==> src/rtl/scmd_pkg.sv <==
// Shared constants and types for the serial command register interface.
// Assumes byte-wide opcode and address fields on the serial bus.
package scmd_pkg;
    localparam int          FIELD_W   = 8;
    localparam logic [7:0]  OPC_READ  = 8'h03;
    localparam logic [7:0]  OPC_WRITE = 8'h02;

    typedef enum logic [2:0] {
        ST_IDLE,     // deselected or waiting to start
        ST_OPC,      // collecting the opcode byte
        ST_ADDR,     // collecting the address byte
        ST_WDATA,    // collecting write data
        ST_RDATA,    // shifting read data out
        ST_DRAIN,    // frame consumed, wait for deselect
        ST_IGNORE    // selected during quiet time, wait for deselect
    } scmd_state_e;
endpackage

==> src/rtl/scmd_sync_edge.sv <==
// Brings the three bus pins into the system clock domain through a
// STAGES-deep flop chain. Reports single-cycle rise and fall strobes
// of the serial clock. Assumes the serial clock is far slower than clk.
module scmd_sync_edge #(
    parameter int STAGES = 2
) (
    input  logic clk,
    input  logic rst_n,
    input  logic cs_n_i,
    input  logic sclk_i,
    input  logic mosi_i,
    output logic cs_n_o,
    output logic mosi_o,
    output logic sclk_rise,
    output logic sclk_fall
);
    localparam int LAST = STAGES - 1;

    logic [2:0] pipe [STAGES];
    logic       sclk_d;

    // Synchronising chain: bit0 select, bit1 serial clock, bit2 data.
    always_ff @(posedge clk) begin
        if (!rst_n) begin
            for (int i = 0; i < STAGES; i++) pipe[i] <= 3'b001;
            sclk_d <= 1'b0;
        end else begin
            pipe[0] <= {mosi_i, sclk_i, cs_n_i};
            for (int i = 1; i < STAGES; i++) pipe[i] <= pipe[i-1];
            sclk_d <= pipe[LAST][1];
        end
    end

    assign cs_n_o    = pipe[LAST][0];
    assign mosi_o    = pipe[LAST][2];
    assign sclk_rise = pipe[LAST][1] & ~sclk_d;
    assign sclk_fall = ~pipe[LAST][1] & sclk_d;
endmodule

==> src/rtl/scmd_holdoff.sv <==
// Quiet-time timer. A start pulse loads HOLD_CYCLES. busy stays high
// until the count returns to zero. A start while busy reloads the count.
module scmd_holdoff #(
    parameter int HOLD_CYCLES = 1000
) (
    input  logic clk,
    input  logic rst_n,
    input  logic start,
    output logic busy
);
    localparam int CW = $clog2(HOLD_CYCLES + 1);

    logic [CW-1:0] cnt;

    // Load on start, otherwise count down to zero.
    always_ff @(posedge clk) begin
        if (!rst_n)          cnt <= '0;
        else if (start)      cnt <= CW'(HOLD_CYCLES);
        else if (cnt != '0)  cnt <= cnt - 1'b1;
    end

    assign busy = (cnt != '0);

    AST_BUSY_AFTER_START: assert property (@(posedge clk) disable iff (!rst_n)
        start |=> busy);
endmodule

==> src/rtl/scmd_regbank.sv <==
// Register array of DEPTH words. Writes arrive on an address of AW bits,
// and any address at or beyond DEPTH is dropped. The read port returns
// zero for such addresses. A second read port serves observation.
module scmd_regbank #(
    parameter int DEPTH = 16,
    parameter int WIDTH = 16,
    parameter int AW    = 8
) (
    input  logic                     clk,
    input  logic                     rst_n,
    input  logic                     we,
    input  logic [AW-1:0]            waddr,
    input  logic [WIDTH-1:0]         wdata,
    input  logic [AW-1:0]            raddr,
    output logic [WIDTH-1:0]         rdata,
    input  logic [$clog2(DEPTH)-1:0] dbg_addr,
    output logic [WIDTH-1:0]         dbg_data
);
    localparam int IW = $clog2(DEPTH);

    logic [WIDTH-1:0] mem [DEPTH];

    for (genvar g = 0; g < DEPTH; g++) begin : g_word
        // One register: cleared by reset, loaded on a matching write.
        always_ff @(posedge clk) begin
            if (!rst_n)                           mem[g] <= '0;
            else if (we && waddr == AW'(g))       mem[g] <= wdata;
        end
    end

    assign rdata    = (raddr < AW'(DEPTH)) ? mem[raddr[IW-1:0]] : '0;
    assign dbg_data = mem[dbg_addr];

    AST_WRITE_LANDS: assert property (@(posedge clk) disable iff (!rst_n)
        (we && waddr < AW'(DEPTH)) |=> (mem[$past(waddr[IW-1:0])] == $past(wdata)));
endmodule

==> src/rtl/scmd_port.sv <==
// Slave serial command port in front of a 16-bit register bank.
// A frame is opcode byte, address byte and a data phase, MSB first,
// sampled on the rising serial clock. Reads update the output after the
// falling edge. Assumes the serial clock is slower than clk/8.
module scmd_port #(
    parameter int CLK_HZ      = 200_000_000,
    parameter int QUIET_NS    = 5000,
    parameter int REG_COUNT   = 16,
    parameter int DATA_W      = 16,
    parameter int SYNC_STAGES = 2
) (
    input  logic                         clk,
    input  logic                         rst_n,
    input  logic                         cs_n,
    input  logic                         sclk,
    input  logic                         mosi,
    output logic                         miso,
    output logic                         miso_oe,
    output logic                         busy,
    input  logic [$clog2(REG_COUNT)-1:0] dbg_addr,
    output logic [DATA_W-1:0]            dbg_data
);
    import scmd_pkg::*;

    localparam longint HOLD_L      = (longint'(CLK_HZ) * QUIET_NS) / 64'd1_000_000_000;
    localparam int     HOLD_CYCLES = (HOLD_L < 1) ? 1 : int'(HOLD_L);
    localparam int     CNT_W       = $clog2(DATA_W);
    localparam int     AW          = FIELD_W;

    logic              cs_s, cs_d, mosi_s, rise, fall;
    scmd_state_e       state;
    logic [CNT_W-1:0]  bit_cnt;
    logic [7:0]        opc;
    logic [AW-1:0]     addr;
    logic [DATA_W-1:0] sh_in, sh_out, rdata, wdata;
    logic [AW-1:0]     raddr;
    logic              miso_q, wr_en, hold_start, active, byte_done, word_done;
    logic [7:0]        byte_in;

    scmd_sync_edge #(.STAGES(SYNC_STAGES)) u_sync (
        .clk(clk), .rst_n(rst_n), .cs_n_i(cs_n), .sclk_i(sclk), .mosi_i(mosi),
        .cs_n_o(cs_s), .mosi_o(mosi_s), .sclk_rise(rise), .sclk_fall(fall)
    );

    assign byte_in   = {sh_in[6:0], mosi_s};
    assign wdata     = {sh_in[DATA_W-2:0], mosi_s};
    assign byte_done = rise && (bit_cnt == CNT_W'(FIELD_W - 1));
    assign word_done = rise && (bit_cnt == CNT_W'(DATA_W - 1));

    // A write commits on its last data bit even if deselect arrives together.
    assign wr_en = (state == ST_WDATA) && word_done;
    // The address being formed drives the first fetch; later fetches use the next one.
    assign raddr = (state == ST_ADDR) ? byte_in : addr + 1'b1;

    assign active     = (state == ST_OPC) || (state == ST_ADDR) || (state == ST_WDATA)
                     || (state == ST_RDATA) || (state == ST_DRAIN);
    assign hold_start = cs_s && !cs_d && active;

    scmd_regbank #(.DEPTH(REG_COUNT), .WIDTH(DATA_W), .AW(AW)) u_bank (
        .clk(clk), .rst_n(rst_n), .we(wr_en), .waddr(addr), .wdata(wdata),
        .raddr(raddr), .rdata(rdata), .dbg_addr(dbg_addr), .dbg_data(dbg_data)
    );

    scmd_holdoff #(.HOLD_CYCLES(HOLD_CYCLES)) u_hold (
        .clk(clk), .rst_n(rst_n), .start(hold_start), .busy(busy)
    );

    // Frame sequencer: field collection, read shifting and deselect handling.
    always_ff @(posedge clk) begin
        if (!rst_n) begin
            state   <= ST_IDLE;
            bit_cnt <= '0;
            opc     <= '0;
            addr    <= '0;
            sh_in   <= '0;
            sh_out  <= '0;
            miso_q  <= 1'b0;
            cs_d    <= 1'b1;
        end else begin
            cs_d <= cs_s;
            if (cs_s) begin
                state   <= ST_IDLE;
                bit_cnt <= '0;
            end else begin
                case (state)
                    ST_IDLE: begin
                        bit_cnt <= '0;
                        state   <= busy ? ST_IGNORE : ST_OPC;
                    end
                    ST_OPC: if (rise) begin
                        sh_in   <= wdata;
                        bit_cnt <= byte_done ? '0 : bit_cnt + 1'b1;
                        if (byte_done) begin
                            opc   <= byte_in;
                            state <= ST_ADDR;
                        end
                    end
                    ST_ADDR: if (rise) begin
                        sh_in   <= wdata;
                        bit_cnt <= byte_done ? '0 : bit_cnt + 1'b1;
                        if (byte_done) begin
                            addr <= byte_in;
                            if (opc == OPC_READ) begin
                                sh_out <= rdata;
                                state  <= ST_RDATA;
                            end else if (opc == OPC_WRITE) begin
                                state  <= ST_WDATA;
                            end else begin
                                state  <= ST_DRAIN;
                            end
                        end
                    end
                    ST_WDATA: if (rise) begin
                        sh_in   <= wdata;
                        bit_cnt <= bit_cnt + 1'b1;
                        if (word_done) state <= ST_DRAIN;
                    end
                    ST_RDATA: begin
                        if (fall) begin
                            miso_q <= sh_out[DATA_W-1];
                            sh_out <= {sh_out[DATA_W-2:0], 1'b0};
                        end else if (rise) begin
                            bit_cnt <= bit_cnt + 1'b1;
                            if (word_done) begin
                                addr   <= addr + 1'b1;
                                sh_out <= rdata;
                            end
                        end
                    end
                    default: ;
                endcase
            end
        end
    end

    assign miso    = miso_q;
    assign miso_oe = !cs_s && (state == ST_RDATA);

    AST_OE_NOT_BUSY: assert property (@(posedge clk) disable iff (!rst_n)
        miso_oe |-> !busy);
    AST_BUSY_QUIET: assert property (@(posedge clk) disable iff (!rst_n)
        busy |-> (state == ST_IDLE || state == ST_IGNORE));
    AST_WRITE_OPCODE: assert property (@(posedge clk) disable iff (!rst_n)
        wr_en |-> (opc == OPC_WRITE));
    AST_READ_STEP: assert property (@(posedge clk) disable iff (!rst_n)
        (state == ST_RDATA && word_done && !cs_s) |=> (addr == $past(addr) + 1'b1));
endmodule

==> config.mk <==
export PLATFORM = sky130hd
export DESIGN_NAME = scmd_port
export DESIGN_NICKNAME = d
export VERILOG_FILES = /design/src/rtl/scmd_pkg.sv /design/src/rtl/scmd_sync_edge.sv /design/src/rtl/scmd_holdoff.sv /design/src/rtl/scmd_regbank.sv /design/src/rtl/scmd_port.sv
export SDC_FILE = /design/constraint.sdc
export NUM_CORES = 1
export LEC_CHECK = 0
export BUFFER_PORTS_ARGS = -buffer_cell sky130_fd_sc_hd__buf_2
export CAP_MARGIN = 25
export CORE_MARGIN = 1.5
export CORE_UTILIZATION = 55
export DETAILED_ROUTE_END_ITERATION = 8
export PLACE_DENSITY = 0.81
export SETUP_SLACK_MARGIN = 0.1
export SYNTH_ARGS = -nofsm -noshare
export SYNTH_HDL_FRONTEND = slang
export SYNTH_HIERARCHICAL = 1
export SYNTH_SLANG_ARGS = --single-unit
==> constraint.sdc <==
create_clock -name clk -period 3.8 [get_ports clk]
set_input_delay 0.19 -clock clk [delete_from_list [all_inputs] [get_ports clk]]
set_output_delay 0.19 -clock clk [all_outputs]
set_load 0.005 [all_outputs]
After elaboration in Yosys (flattened, before gate mapping). Memories as Yosys holds them, arrays and structs flattened. Cells that the tools add are included.

Bits in registers: 67. Latch bits: 0. Bits in writable memories: 262. Memory bits (read-only): 0. Bits of input ports: 9. Logic and storage cells: 224. Memories: 2.

$add $sub $neg: 3. Multipliers: 0. Divide/modulo/power cells: 0. Order comparisons: 1. Eq/ne operators: 37. Shift operators: 0. Mux-type cells: 100. Bitwise gates (word level): 24. Reduce and logical (&&, ||, !) cells: 46.

Memory list: u_bank.mem (words 16, width 16, rd ports 2, clocked after Yosys merged registers in 0, wr ports 16, RTL line scmd_regbank.sv:21) `logic [WIDTH-1:0] mem [DEPTH];`; u_sync.pipe (words 2, width 3, rd ports 2, clocked after Yosys merged registers in 0, wr ports 2, RTL line scmd_sync_edge.sv:19) `logic [2:0] pipe [STAGES];`.

Operator list (number): $mux W16 (23); $eq A8 B4 Y1 const B (8); $mux W1 (50); $mux W8 (6); $mux W3 (11); $eq A8 B2 Y1 const B (4); $eq A8 B3 Y1 const B (4); $pmux W16 S2 (1); $logic_and A1 B1 Y1 (22); $reduce_and A7 Y1 (3); $mux W10 (2); $ne A2 B2 Y1 const B (9); $or A1 B1 Y1 (18); $mux W4 (4); $pmux W4 S4 (1); $pmux W8 S2 (1); $pmux W3 S4 (1); $reduce_bool A10 Y1 (1); $sub A10 B1 Y10 const B (1); $reduce_and A3 Y1 (3); $add A8 B1 Y8 const B (1); $eq A8 B1 Y1 const B (1); $logic_not A8 Y1 (1); $lt A8 B5 Y1 const B (1); 18 further kinds (34).

Longest topological paths before layout. Gate-level depths: netlist (run 1).

Depth after elaboration: 9. Gate-level depth with buffers: 14. Depth with buffers taken out: 12.

Cells and area by module. The synthesis (run 1) kept the hierarchy.

By module, submodules not included: scmd_regbank (instances 1, cells an instance 885, area an instance 13864.5 um^2, seq. area each 7687.4 um^2); scmd_port (instances 1, cells an instance 367, area an instance 3020.4 um^2, seq. area each 1121.1 um^2); scmd_holdoff (instances 1, cells an instance 64, area an instance 544.3 um^2, seq. area each 200.2 um^2); scmd_sync_edge (instances 1, cells an instance 16, area an instance 196.4 um^2, seq. area each 140.1 um^2).

Least setup slack after synthesis (run 1). OpenSTA, ideal clock, no wires.

Path kind: reg-to-reg. Start point: register state[0]. End point: memory u_bank.mem[3][0], enable pin. Library setup time: 411 ps. Arrival time: 2867 ps. Data required time: 3389 ps. Slack: 522 ps. Stages on the path, launching flop included: 9. Clock period less this slack: 3278 ps. Cells stage by stage: dfxtp_1 > buf_2 > buf_1 > nand3_1 > nor3_1 > clkbuf_1 > nand2_1 > or3_1 > o21ai_0.

RTL lines: from (decl) (RTL line scmd_port.sv:31) `scmd_state_e state;`; from (signal assigned) (RTL line scmd_port.sv:88) `state <= busy ? ST_IGNORE : ST_OPC;`; to (decl) (RTL line scmd_regbank.sv:21).

Worst setup path in the final report (run 1).
Start point: register state[2]. End point: register sh_out[15].

Longest elaborated chain between the ends: 8. Elaborated cells on any way between the ends: 20. Classes of those cells: order compare: 1; eq/ne: 7; mux: 9; reduce/logical: 2; memory: 1.

Ends and longest elaborated chain: $eq A3 B2 Y1 * (RTL line scmd_port.sv:53) `assign raddr = (state == ST_ADDR) ? byte_in : addr + 1'b1;`; $mux W8 * (RTL line scmd_port.sv:53); via raddr[1] (RTL line scmd_port.sv:36) `logic [AW-1:0] raddr;`; $lt A8 B5 Y1 or $mem_v2 Z16 W16 (tied branches); $mux W16 * (RTL line scmd_regbank.sv:31) `assign rdata = (raddr < AW'(DEPTH)) ? mem[raddr[IW-1:0]] : '0;`; via rdata[15] (RTL line scmd_port.sv:35) `logic [DATA_W-1:0] sh_in, sh_out, rdata, wdata;`; $mux W16, on equally long branches (RTL line scmd_port.sv:124, scmd_port.sv:103); $mux W16, on equally long branches (RTL line scmd_port.sv:122, scmd_port.sv:101); $mux W16, on equally long branches (RTL line scmd_port.sv:119, scmd_port.sv:98); $pmux W16 S2 * (RTL line scmd_port.sv:85) `case (state)`; to (signal assigned) (RTL line scmd_port.sv:104) `sh_out <= rdata;`; to (signal assigned) (RTL line scmd_port.sv:121) `sh_out <= {sh_out[DATA_W-2:0], 1'b0};`; to (signal assigned) (RTL line scmd_port.sv:126) `sh_out <= rdata;`; to (decl) (RTL line scmd_port.sv:35).

The timed path passes the listed nets; every way through them passes the cells marked *. The select of a mux whose other input is x is not followed. A chain may end at the register's enable or synchronous reset.

==> results of run 1 <==
-- cell families after synthesis --
kind of cell               count (synthesis)
DFF                                      329
buffers and inverters                    128
xor gates and xnor gates                   7
muxes                                    202
adders and majority gates                  3
AOI/OAI and AO/OA                        154
and+or+nand+nor                          509
-- sequential cells by signal, indices dropped and copies added, names as in the netlist --
register and count:
sh_out 16, u_bank/mem 256, u_hold/cnt 10, u_sync/pipe 6, bit_cnt 4, opc 8, addr 8, sh_in 15
miso 1, u_sync/sclk_d 1, state 3, cs_d 1
-- metrics by stage --
| stage | setup slack (ps) | hold slack (ps) |
|---|---|---|
| after global placement | 633 | 374 |
| after floorplan | 522 | 263 |
| after global routing | 194 | 207 |
| final | 460 | 205 |
| after CTS | 478 | 201 |
| after detailed placement | 524 | 375 |
-- cells in the final DEF, fill, tap and decap left out, types with 13 or more instances in the layout --
master       n
and2_1     265
edfxtp_1   256
mux4_2      93
nand2_1     92
dfxtp_1     73
buf_4       61
mux2i_1     55
nor2_1      40
clkbuf_16   37
mux4_1      36
nand3_1     33
a22oi_1     31
a21oi_1     27
buf_2       26
mux2_2      18
o211ai_1    17
o21ai_2     13
-- power by group --
group          leakage (nW)  internal [mW]  switching (mW)  total [mW]
Sequential             3.14           4.03           0.137        4.17
Combinational          3.54          0.503           0.601        1.10
Clock                 0.568           2.10            1.41        3.50
Total                  7.25           6.63            2.14        8.78
-- worst max-delay path: stages (launching register included) --
cell and delay, ps:
dfxtp_1 470, nor3b_2 680, nand2_1 140, nand2_2 480
nor2b_1 260, buf_4 260, a22oi_1 150, a22oi_1 210
o211ai_1 100, mux2_2 260, nand2_1 80, mux2i_1 90
-- timing repair --
action                                  4_1_cts  5_1_grt
endpoints found under the setup margin        0        2
hold buffers                                  3        0
endpoints found under the hold margin         3        0
resized for setup                             0        1
-- layer usage --
metal	vias up	wire, µm	track usage (%)	part of all wire, %
li1	5110	-	-	-
met1	6061	17800	38.7	37
met2	759	22600	47.8	47
met3	176	5050	5.76	11
met4	0	2440	14.5	5.1
met5	-	0	0	0
-- layout make-up --
cell class | instances | area [µm²] | area share (%)
Antenna cell | 1 | 2.50 | 0.0128
Clock buffer | 53 | 1040 | 5.28
Clock inverter | 10 | 144 | 0.734
Inverter | 14 | 52.6 | 0.268
Multi-Input combinational cell | 875 | 8010 | 40.8
Sequential cell | 329 | 9150 | 46.7
Tap cell | 402 | 503 | 2.56
Timing Repair Buffer | 95 | 718 | 3.66
-- final timing paths --
kind / slack [ps] / to / startpoint / depth (start not counted)
max: 460 / sh_out[15] / state[2] / 11
min: 210 / u_sync/pipe[0][3] / rst_n / 2
max reg2reg: 460 / sh_out[15] / state[2] / 11
min reg2reg: 410 / u_sync/pipe[0][3] / u_sync/pipe[0][0] / 1
==> results, run 1 <==
- The flow ran to the end, and the final reports show no timing, DRC or antenna violations.
- In this run the mean area of a mapped cell was 13.2 µm².
- The initial antenna violation count came to 0.
- The number of clock buffers inserted by TritonCTS is 35.
- The count of buffers added on input and output ports is 27.
- The post-route netlist has 21.4% of its cells at a drive strength greater than 1.
- TritonCTS built the clock tree.
- The initial DRC count is 1363.
- The number of pins with negative max-slew slack in the final report is 0.
- For the worst setup path, the data required time is 4190 ps.
- Setup repair after global routing left no endpoint under its margin.
- The standby leakage power is 7.25 nW.
- Using the TritonRoute via totals, the vias-per-cell ratio works out to 6.80.
- and2_1 is the most common cell in the netlist.
- After clock tree synthesis, the clock-pin slew on the worst setup and hold paths is 60 ps.
- The clock passes through at most 3 buffers.
- Summed over all layers, the global routing overflow is 0.
- The synthesized instance count is 1332.
- In the synthesized netlist, the cells that appear most often are and2_1, edfxtp_1, mux4_2, nand2_1, dfxtp_1.
- The share of the yosys chip area belonging to registers is 51.9%.
- In this run the biggest area consumer among cell types represents 43.6% of the synthesized area.
- The cell total after placement is 1712.
- The number of rows in the core area is 65.
- For this run, the total global-route usage over all layers was measured as 29.6%.
- The actual slew at the worst max-slew pin is 1050 ps.
- The critical path is of the reg2reg type.
- The worst pin sits at a relative slew slack of 28.1%.
- The number of global-route vias before repair came to 12100.
- Timing would allow up to 0.299 GHz.
- By area, the combinational part of the netlist is dominated by multiplexers.
- The endpoint type of the worst setup path is a flip-flop.
- After detailed routing, the average wire length per cell comes to 26.9 µm.
- For the worst setup path, the data arrival time is 3730 ps.
- In this run the remaining antenna-violating nets after routing total 0.
- The post-DP HPWL is 30800 µm.
- The post-synthesis to final-layout area growth is 11.3%.
- The count of final setup violators is 0.
- The congestion estimate from routability-driven global placement came to 0.875.
- After detailed routing, the number of remaining DRC violations is 0.
- The core area is 0.0316 mm².
- The placed cell area is 0.0184 mm².
- CTS saw 329 sinks.
- The number of warnings reported in the yosys synthesis log is 6.
- Adding up every negative setup slack in the final design gives 0 ps.
- The clock network latency to the later pin of the worst-skew pair is 530 ps.
- STA classifies the critical path startpoint as a flip-flop.
- The most used flip-flop cell after synthesis is edfxtp_1.
- The share of synthesized registers carrying an async set or reset is 0%.
- Summing the areas of all compound-gate instances in the mapped netlist gives 6.15% of the synthesized area.
- Ranked by total cell area, the synthesized netlist is headed by edfxtp_1, mux4_2, and2_1, dfxtp_1, mux4_1.
- The H-tree depth is 2.
- The final standard cell count with taps included and fillers excluded is 1779.
- The share of the clock period used by the worst path after layout is 87.9%.
- In this run the worst hold path is classified as in2reg.
- The net count after synthesis is 1344.
- Once layout is done, the placed cells without fillers occupy 0.0196 mm².
- Pin placement for this block handled 28 I/O pins.
- The post-layout minimum cycle time is 3340 ps.
- The library cell used as clock root buffer is clkbuf_16.
- The die area is 0.0331 mm².
- The final layout contains routed wiring with a total length of 47900 µm.
- The pre-antenna-repair detailed-routing pass consisted of 5 iterations.
- Of the total synthesized cell area, the portion taken by XOR and XNOR cells is 0.348%.
- The total standard cell area after synthesis is 0.0176 mm².
- The number of hold-slack violations in the final timing report was 0.
- The distinct cell type count of the synthesized netlist is 75.
- Of the total synthesized cell area, the portion taken by full adders, half adders and majority gates is 0.213%.
- Measured along the x axis, the die boundary spans 182 µm.
- The final layout contains 1362 nets.
- The synthesized netlist devotes 16.3% of its cell area to simple gates.
- The global-route wire length before repair is 73100 µm.
- In this run the worst path has a maximum fanout of 17.
- Of the post-synthesis cell area, the part taken by muxes is 21.5%.
- The maximum number of pins on one net before global-route repair is 49.
- The maximum resistive drop on vdd is 0.274 mV.
- The synthesized design contains 329 register bits.
- After clock tree synthesis, the setup repair step added 0 buffers.
- The power density normalized to cell area is 448 mW/mm².
- The number of flops mapped to enable cells by yosys is 256.
- The post-route total power is 8.78 mW.
- The final route contains 12100 vias.
- Measured along the y axis, the die boundary spans 182 µm.
- The setup skew after layout is 24.7 ps.
- The total of fill cells in the finished design is 2301.
- The cell accounting for the most synthesized area is edfxtp_1.
- The initial core utilization is 55.9%.
- The max-cap violation count is 0.
- The utilization after layout is 62.1%.
No activity file was read; power rests on OpenSTA's default activity.
==> run 2: changes to the inputs <==
CORE_MARGIN = 2   (was 1.5)
PLACE_DENSITY = 0.83   (was 0.81)
SYNTH_HIERARCHICAL = unset   (was 1)
==> results, run 2 <==
- The width of the die is 185 µm.
- Clock-pin slew was measured on the worst setup and hold paths at 60 ps.
- The total negative setup slack is 0 ps.
- The multi-input gate area in the final layout is 0.00828 mm².
- Yosys printed 0 warnings.
- The most instantiated flip-flop cell in the synthesis netlist is edfxtp_1.
- Counting flops and latches in the post-synthesis netlist gives 329.
- The remaining antenna violation count after routing is 0.
- In this run the worst hold path is classified as in2reg.
- The die is 185 µm tall.
- The floorplan has 66 rows.
- 28 I/O pins were placed.
- The most frequently used cell type in the post-synthesis netlist is and2_1.
- Entering global routing, the biggest net connects 65 pins.
- The flip-flop count of the largest register, all copies and words added is 256.
- The final standard cell count with taps included and fillers excluded is 1988.
- The number of buffer cells added on primary ports is 27.
- The cell total after placement is 1917.
- The net switching power is 2.11 mW.
- The worst setup path category is reg2reg.
- The standby leakage power is 6.98 nW.
- Once the floorplan was initialized, standard cells occupied 55.6% of the core.
- Setup violations remaining at the end of the flow were counted as 0.
- For this design, the sink count on the clock tree is 329.
- The share of power burned in combinational logic is 11.0%.
- Sorting the synthesized cells by area gives the leading types as edfxtp_1, mux4_2, and2_1, dfxtp_1, nand2_1.
- The commonest non-fill, non-tap cell in the layout is and2_1.
- The number of global-route vias before repair is 13500.
- Setup repair after global routing left no endpoint under its margin.
- The placed cell area is 0.0187 mm².
- The first-pass detailed-route iteration total is 5.
- Global routing used 31.6% of the available tracks.
- Cell internal power was estimated by the tool at 6.56 mW.
- The sequential power share is 47.8%.
- The initial antenna violation count is 3.
- The fraction of layout cells with a size suffix above 1 is 20.1%.
- Power spread over the standard cell area amounts to 434 mW/mm².
- In the final design database the tool counted 1535 nets.
- After detailed routing, the number of remaining DRC violations is 0.
- The biggest area contributor in the post-synthesis netlist is edfxtp_1.
- The commonest cells after synthesis are and2_1, edfxtp_1, nand2_1.
- The run finished with clean final reports.
- The global-route wire length before repair is 80300 µm.
- In this run, CTS created clock tree buffers numbering 37.
- Max-cap violations in this run came to 0.
- The post-synthesis to final-layout area growth is 10.9%.
- The register name with the most flops is u_bank.mem.
- The global placement routability congestion is 0.942.
- The library cells used most frequently in the layout, excluding fill and tap cells, are and2_1, edfxtp_1, nand2_1, mux4_2, a21oi_1.
- The share of the clock period used by the worst path after layout is 84.5%.
- After synthesis, the netlist uses 62 different library cells.
- The highest achievable clock rate is 0.312 GHz.
- The library cell used as clock root buffer is clkbuf_16.
- Headroom to the max-slew limit came out at 35.0%.
- The detailed router placed 13500 vias in this run.
- The total wire length after detailed routing is 52800 µm.
- Clock skew on the completed layout was measured at 28.9 ps.
- In this run the number of H-tree levels came out at 2.
- For the worst-skew pair, the clock arrives at the later sink with an insertion delay of 530 ps.
- The required time at the endpoint of the critical path is 4220 ps.
- After detailed routing, the average wire length per cell comes to 26.6 µm.
- The cell with the biggest individual delay on the critical path is nor4b_1.
- Of the total power, the clock network draws 41.2%.
- The share of the yosys chip area belonging to registers is 50.8%.
- The sequential cells in the finished layout cover a total of 0.00915 mm².
- The largest registers in the layout are u_bank.mem (256), sh_out (16), sh_in (15).
- The endpoint type of the worst setup path is a flip-flop.
- The cell area after layout is 0.0200 mm².
- The actual slew at the worst max-slew pin is 962 ps.
- After technology mapping, the gate count stands at 1520.
- VDD sags by at most 0.365 mV.
- Summed over all layers, the global routing overflow is 0.
- Of all nets on the critical path, the largest fanout is 29.
- The post-layout minimum cycle time is 3210 ps.
- The worst hold margin is 40.4 ps.
- The number of pins with negative max-slew slack in the final report is 0.
- The mean post-synth cell area is 11.8 µm².
- The die area is 0.0342 mm².
- The critical path goes through nor4b_1 -> a21o_2 -> buf_4 -> nand2_1 -> a22oi_1 -> o22ai_1 -> o31ai_1.
- The delay of the slowest cell on the worst path is 830 ps.
- The portion of synthesized cell area occupied by the leading cell type is 42.7%.
- In this run, post-CTS repair resized a total of 0 instances.
- After detailed routing, the number of vias per cell comes to 6.77.
- The switching power as a share of total power is 24.3%.
- Data arrives at the worst endpoint at 3630 ps.
- The number of hold-slack violations in the final timing report is 0.
- The total standard cell area after synthesis is 0.0180 mm².
- For this block, the initial DRC count from the detailed router was 1909.
- The maximum clock insertion buffer count is 3.
- The net count after synthesis is 1538.
- The clock tree from TritonCTS is done.
- The share of synthesized registers carrying an async set or reset is 0%.
- The post-DP HPWL is 34000 µm.
- The core region is 0.0324 mm².
- Yosys mapped a number of flops with a built-in enable equal to 256.
- After filler insertion, the fill cell instance count of the layout stands at 2499.
- STA classifies the critical path startpoint as a flip-flop.
[run 2: cell types whose count changed in the layout (fill, tap and decap cells not counted), sizes merged, moves of 9 or more]
cell / change
a21oi: +61
nand2: +51
o21ai: +34
nor2: +23
a221oi: +22
a21boi: +17
mux4: -16
mux2: -15
mux2i: -14
o22ai: +13
clkinv: +12
and3: +11
a22oi: -9
[run 2: power by group through the flow]
stage               registers (mW)  logic [mW]  clock network [mW]
CTS                           4.14       0.945                3.59
global route                  4.16        1.02                3.73
floorplan                     4.17       0.671                   0
detailed placement            4.21       0.936                   0
global placement              4.19       0.913                   0
finish                        4.14       0.956                3.57
[run 2: routing by layer]
metal	global-route usage [%]	share of wire, %	vias to the layer above
met5	0	0	-
met4	18.2	6.1	0
met3	8.83	12	225
met2	50.4	47	982
met1	38.8	35	6578
li1	-	-	5665
[run 2: timing repair]
item | in CTS | in global routing
setup endpoints to repair | 0 | 0
hold buffers | 3 | 0
endpoints found under the hold margin | 3 | 0
buffers inserted | 0 | 0
[run 2: kinds of logic (layout without fill, tap and decap cells)]
family          after synthesis  count (layout)  share of synthesized area (%)
mux                         157             157                           16.7
compound gates              286             286                           10.5
xor+xnor                     10              10                          0.487
fa+ha+maj                     9               9                          0.626
buf+inv                     148             173                           3.56
other cells                   0               1                              0
simple gates                581             581                           17.4
flops                       329             329                           50.8
[run 2: final timing paths]
check                       to  cells after the start  slack (ps)         startpoint
min reg2reg  u_sync.pipe[0][3]                      1         410  u_sync.pipe[0][0]
max reg2reg          sh_out[1]                      7         590           state[1]
max                  sh_out[1]                      7         590           state[1]
min          u_sync.pipe[0][0]                      2          40              rst_n
[run 2: stage by stage]
| step | utilization [%] | setup slack [ps] | power (mW) |
|---|---|---|---|
| 2_1_floorplan | - | 694 | 4.84 |
| 3_3_place_gp | 57.8 | 687 | 5.11 |
| 3_5_place_dp | 57.8 | 653 | 5.15 |
| 4_1_cts | 61.7 | 634 | 8.67 |
| 5_1_grt | 61.7 | 429 | 8.91 |
| 6_report | 61.7 | 590 | 8.67 |
[run 2: area by class of cell]
type,count,share of cell area [%]
antenna,1,0.0125
tap,442,2.77
sequential,329,45.8
clock inverter,21,0.996
clock buffer,46,5.11
timing repair buffer,96,3.64
multi-input combinational,1043,41.5
inverter,10,0.188
[run 2: worst max-delay path: cells and delay by family, from the launching register on]
family / cells / cell delay (ps)
AO/OA/AOI/OAI: 4 / 1350
buffers and inverters: 1 / 300
flip-flops: 1 / 530
AND/OR/NAND/NOR: 2 / 900
